<file path="config.mk">
export PLATFORM = sky130hd
export DESIGN_NAME = byte_reg_port
export DESIGN_NICKNAME = d
export VERILOG_FILES = /design/src/rtl/bport_pkg.sv /design/src/rtl/bport_addr_ctr.sv /design/src/rtl/bport_rd_unpack.sv /design/src/rtl/bport_wr_pack.sv /design/src/rtl/byte_reg_port.sv
export SDC_FILE = /design/constraint.sdc
export NUM_CORES = 1
export LEC_CHECK = 0
export CAP_MARGIN = 0
export CELL_PAD_IN_SITES_DETAIL_PLACEMENT = 1
export CELL_PAD_IN_SITES_GLOBAL_PLACEMENT = 1
export CORE_MARGIN = 1.5
export CORE_UTILIZATION = 32
export CTS_CLUSTER_DIAMETER = 120
export DETAILED_ROUTE_END_ITERATION = 8
export GPL_ROUTABILITY_DRIVEN = 0
export MAX_ROUTING_LAYER = met4
export PLACE_DENSITY_LB_ADDON = 0.1
export RECOVER_POWER = 100
export SYNTH_ARGS = -nofsm -noshare
export SYNTH_HDL_FRONTEND = slang
export SYNTH_HIERARCHICAL = 1
export SYNTH_SLANG_ARGS = --single-unit
</file>
<file path="constraint.sdc">
create_clock -name clk -period 2.4 [get_ports clk]
set_input_delay 0.36 -clock clk [delete_from_list [all_inputs] [get_ports clk]]
set_output_delay 0.36 -clock clk [all_outputs]
set_load 0.005 [all_outputs]
</file>
<file path="src/rtl/bport_pkg.sv">
package bport_pkg;
  localparam int RD_WORD_BYTES = 4;
  localparam int WR_WORD_BYTES = 2;
  localparam int KICK_BIT      = 14;
  localparam int POL_BIT       = 15;
  localparam int DIR_LSB       = 8;

  typedef struct packed {
    logic [3:0] step_t;
    logic [3:0] dir_t;
    logic       pol;
    logic       kick;
  } timing_t;

  function automatic logic [7:0] byte_of(input logic [31:0] w, input logic [1:0] k);
    return w[8*k +: 8];
  endfunction

  function automatic timing_t decode_timing(input logic [15:0] w);
    timing_t t;
    t.step_t = w[3:0];
    t.dir_t  = w[DIR_LSB +: 4];
    t.pol    = w[POL_BIT];
    t.kick   = w[KICK_BIT];
    return t;
  endfunction
endpackage

</file>
<file path="src/rtl/bport_addr_ctr.sv">
module bport_addr_ctr #(
  parameter int ADDR_W = 8
) (
  input  logic              clk,
  input  logic              rst_n,
  input  logic              load,
  input  logic [ADDR_W-1:0] load_val,
  input  logic              step,
  output logic [ADDR_W-1:0] addr
);
  always_ff @(posedge clk) begin
    if (!rst_n)    addr <= '0;
    else if (load) addr <= load_val;
    else if (step) addr <= addr + 1'b1;
  end
endmodule

</file>
<file path="src/rtl/bport_rd_unpack.sv">
module bport_rd_unpack
  import bport_pkg::*;
#(
  parameter int NUM_AXES = 4,
  parameter int POS_W    = 21,
  parameter int DIN_W    = 16,
  parameter int ADDR_W   = 8
) (
  input  logic                      clk,
  input  logic                      rst_n,
  input  logic                      rd_fire,
  input  logic [ADDR_W-1:0]         addr,
  input  logic [NUM_AXES*POS_W-1:0] pos_flat,
  input  logic [DIN_W-1:0]          din,
  output logic [7:0]                dout
);
  localparam int WIDX_W = ADDR_W - 2;

  logic [WIDX_W-1:0] widx;
  logic [1:0]        bsel;
  logic [31:0]       live_word;
  logic [31:0]       snap_q;
  logic              first_byte;

  assign widx       = addr[ADDR_W-1:2];
  assign bsel       = addr[1:0];
  assign first_byte = (bsel == 2'd0);

  always_comb begin
    live_word = '0;
    for (int n = 0; n < NUM_AXES; n++) begin
      if (widx == WIDX_W'(n)) live_word[POS_W-1:0] = pos_flat[n*POS_W +: POS_W];
    end
    if (widx == WIDX_W'(NUM_AXES)) live_word[DIN_W-1:0] = din;
  end

  always_ff @(posedge clk) begin
    if (!rst_n) begin
      snap_q <= '0;
      dout   <= '0;
    end else if (rd_fire) begin
      if (first_byte) begin
        snap_q <= live_word;
        dout   <= byte_of(live_word, 2'd0);
      end else begin
        dout   <= byte_of(snap_q, bsel);
      end
    end
  end
endmodule

</file>
<file path="src/rtl/bport_wr_pack.sv">
module bport_wr_pack
  import bport_pkg::*;
#(
  parameter int NUM_AXES = 4,
  parameter int VEL_W    = 12,
  parameter int DOUT_W   = 14,
  parameter int ADDR_W   = 8
) (
  input  logic                      clk,
  input  logic                      rst_n,
  input  logic                      wr_fire,
  input  logic [ADDR_W-1:0]         addr,
  input  logic [7:0]                data,
  output logic [NUM_AXES*VEL_W-1:0] vel_flat,
  output logic [DOUT_W-1:0]         dout,
  output logic [3:0]                step_t,
  output logic [3:0]                dir_t,
  output logic                      pol,
  output logic                      kick,
  output logic                      commit_evt
);
  localparam int WIDX_W   = ADDR_W - 1;
  localparam int DOUT_IDX = NUM_AXES;
  localparam int TIME_IDX = NUM_AXES + 1;

  logic [7:0]        stage_q;
  logic [15:0]       word;
  logic [WIDX_W-1:0] widx;
  timing_t           tdec;

  assign widx       = addr[ADDR_W-1:1];
  assign commit_evt = wr_fire && addr[0];
  assign word       = {data, stage_q};
  assign tdec       = decode_timing(word);

  always_ff @(posedge clk) begin
    if (!rst_n)                  stage_q <= '0;
    else if (wr_fire && !addr[0]) stage_q <= data;
  end

  for (genvar n = 0; n < NUM_AXES; n++) begin : g_vel
    always_ff @(posedge clk) begin
      if (!rst_n) vel_flat[n*VEL_W +: VEL_W] <= '0;
      else if (commit_evt && widx == WIDX_W'(n))
        vel_flat[n*VEL_W +: VEL_W] <= word[VEL_W-1:0];
    end
  end

  always_ff @(posedge clk) begin
    if (!rst_n) begin
      dout   <= '0;
      step_t <= '0;
      dir_t  <= '0;
      pol    <= 1'b0;
      kick   <= 1'b0;
    end else begin
      kick <= 1'b0;
      if (commit_evt && widx == WIDX_W'(DOUT_IDX)) dout <= word[DOUT_W-1:0];
      if (commit_evt && widx == WIDX_W'(TIME_IDX)) begin
        step_t <= tdec.step_t;
        dir_t  <= tdec.dir_t;
        pol    <= tdec.pol;
        kick   <= tdec.kick;
      end
    end
  end
endmodule

</file>
<file path="src/rtl/byte_reg_port.sv">
module byte_reg_port #(
  parameter int NUM_AXES = 4,
  parameter int POS_W    = 21,
  parameter int VEL_W    = 12,
  parameter int DIN_W    = 16,
  parameter int DOUT_W   = 14,
  parameter int ADDR_W   = 8
) (
  input  logic                      clk,
  input  logic                      rst_n,
  input  logic                      addr_load,
  input  logic                      rd_stb,
  input  logic                      wr_stb,
  input  logic [7:0]                host_din,
  output logic [7:0]                host_dout,
  input  logic [NUM_AXES*POS_W-1:0] pos_in,
  input  logic [DIN_W-1:0]          dig_in,
  output logic [NUM_AXES*VEL_W-1:0] vel_out,
  output logic [DOUT_W-1:0]         dig_out,
  output logic [3:0]                step_time,
  output logic [3:0]                dir_time,
  output logic                      step_pol,
  output logic                      wdog_kick
);
  logic [ADDR_W-1:0] addr_q;
  logic              rd_fire;
  logic              wr_fire;
  logic              commit_evt;

  assign rd_fire = rd_stb && !addr_load;
  assign wr_fire = wr_stb && !addr_load;

  bport_addr_ctr #(.ADDR_W(ADDR_W)) u_addr (
    .clk(clk), .rst_n(rst_n), .load(addr_load),
    .load_val(ADDR_W'(host_din)), .step(rd_fire || wr_fire), .addr(addr_q)
  );

  bport_rd_unpack #(.NUM_AXES(NUM_AXES), .POS_W(POS_W), .DIN_W(DIN_W), .ADDR_W(ADDR_W)) u_rd (
    .clk(clk), .rst_n(rst_n), .rd_fire(rd_fire), .addr(addr_q),
    .pos_flat(pos_in), .din(dig_in), .dout(host_dout)
  );

  bport_wr_pack #(.NUM_AXES(NUM_AXES), .VEL_W(VEL_W), .DOUT_W(DOUT_W), .ADDR_W(ADDR_W)) u_wr (
    .clk(clk), .rst_n(rst_n), .wr_fire(wr_fire), .addr(addr_q), .data(host_din),
    .vel_flat(vel_out), .dout(dig_out), .step_t(step_time), .dir_t(dir_time),
    .pol(step_pol), .kick(wdog_kick), .commit_evt(commit_evt)
  );
endmodule

</file>
==> flow_summary.json <==
{
  "worstSetupEndpointType": "register",
  "hpwl_um": 12900,
  "p_clk_frac": 0.365,
  "nNetsFinal": 851,
  "post-route-min-period_ps": 2130,
  "design_area_mm2": 0.00750,
  "critical-path-slowest-cell": "dlygate4sd3_1",
  "cts_tree": "yes",
  "vias_per_cell": 5.02,
  "grt_pass1_vias": 5133,
  "drive_gt1_frac": 0.0836,
  "postCtsSetupBuffers": 0,
  "num_vias": 4782,
  "worstSetupPathType": "in2reg",
  "finalSetupViolations": 0,
  "switching_share": 0.262,
  "grt_max_degree": 47,
  "p_switching_mw": 1.03,
  "fp.dieH_um": 129,
  "worstPathArrival_ps": 2410,
  "pwr-share-comb": 0.154,
  "portBuffers": 192,
  "cellPowerDensity_mw_per_mm2": 524,
  "ant_nets": 0,
  "wl_um": 16900,
  "fin_crit_sh": 0.889,
  "final_util": 0.488,
  "p_seq_frac": 0.481,
  "finalPower_mw": 3.93,
  "antenna_found_initial": 0,
  "min_path_type": "reg2reg",
  "grt_pass1_wl_um": 26800,
  "synthesis.nets": 672,
  "grtUsageTotal": 0.212,
  "overflow": 0,
  "postSynthAreaPerCell_um2": 9.09,
  "placed_cells": 937,
  "die_w_um": 129,
  "clockBufferDepth": 2,
  "drt_first_pass_iters": 5,
  "ir_drop_mv": 0.454,
  "cts.sinks": 109,
  "rows": 45,
  "syn_to_final_growth_pct": 47.8,
  "tightest_slew_ps": 559,
  "most-common-layout-cells": "nand2_1, clkdlybuf4s50_1, dfxtp_1",
  "whs_ps": 462,
  "path_cells": "dlygate4sd3_1 -> and2b_1 -> and3b_1 -> and4_1 -> clkbuf_2 -> mux2i_1",
  "clockRootBuffer": "clkbuf_16",
  "syn_area_mm2": 0.00507,
  "drcViolationCount": 0,
  "placed_area_mm2": 0.00726,
  "die_area_mm2": 0.0166,
  "crit_path_max_fanout": 12,
  "clock_skew_ps": 7.91,
  "layout_commonest_cell": "nand2_1",
  "dp_slack_ps": 238,
  "pin_count": 193,
  "cp_slowest_stage_delay_ps": 610,
  "start_util": 0.330,
  "clk-insertion-delay-late_ps": 350,
  "setup_ws_ps": 265,
  "synthCells": 558,
  "ctsHoldBuffers": 0,
  "max-slew-margin-rel": 0.627,
  "start_kind": "primary input",
  "cts_max_level": 3,
  "fin_cells": 953,
  "max_freq_mhz": 468,
  "leakage_nw": 3.23,
  "hold_viol": 0,
  "coreArea_mm2": 0.0154,
  "internal-power_mw": 2.90,
  "fillerInstances": 1714,
  "rsz0062_at_grt": "no",
  "cts_buffers": 9,
  "antenna_cells": 0,
  "yosys_warnings": 6,
  "status": "complete, no violations",
  "maxCapViolCount": 0,
  "clkTransAtPathRegs_ps": 80,
  "cts.repair.resized": 0,
  "maxSlewViolCount": 0,
  "required_ps": 2670,
  "drtIter0Drc": 205,
  "fin_setup_tns_ps": 0,
  "routedWlPerCell_um": 17.7
}
## power by group through the flow
| stage | Sequential, mW | Combinational [mW] | Clock [mW] |
|---|---|---|---|
| global placement | 1.93 | 0.604 | 0 |
| floorplan | 1.93 | 0.288 | 0 |
| CTS | 1.89 | 0.622 | 1.48 |
| detailed placement | 1.93 | 0.618 | 0 |
| global route | 1.90 | 0.662 | 1.55 |
| finish | 1.89 | 0.608 | 1.43 |
## critical path, delay by kind of cell
kind,cells,cell delay [ps]
and+or+nand+nor,3,810
buffers and inverters,2,990
muxes,1,240
## final timing paths
kind                     startpoint           endpoint  slack [ps]  depth (start not counted)
setup reg to reg     u_addr/addr[5]     u_rd/snap_q[8]         360                          6
hold / removal    u_wr/vel_flat[20]  u_wr/vel_flat[20]         460                          2
setup / recovery          addr_load  u_wr/vel_flat[43]         270                          6
hold reg to reg   u_wr/vel_flat[20]  u_wr/vel_flat[20]         460                          2
## state kept, by name, indices dropped and copies added (netlist names)
name	count
u_addr/addr	8
u_rd/dout	8
u_rd/snap_q	13
u_wr/dir_t	4
u_wr/dout	14
u_wr/kick	1
u_wr/pol	1
u_wr/stage_q	8
u_wr/step_t	4
u_wr/vel_flat	48
## metal layers
metal	GRT usage	routed length (µm)	vias to the layer above
li1	-	-	2341
met1	0.264	7900	2300
met2	0.357	8040	128
met3	0.0387	688	13
met4	0.0482	222	0
met5	-	0	-
## layout make-up
cell class / count / area [µm²] / area share
multi-input combinational: 397 / 2660 / 0.355
sequential: 109 / 2180 / 0.291
timing repair buffer: 216 / 2090 / 0.279
tap: 211 / 264 / 0.0352
clock buffer: 10 / 229 / 0.0305
clock inverter: 6 / 55.1 / 0.00734
inverter: 4 / 15.0 / 0.00200
Power figures use the tool's default switching activity.
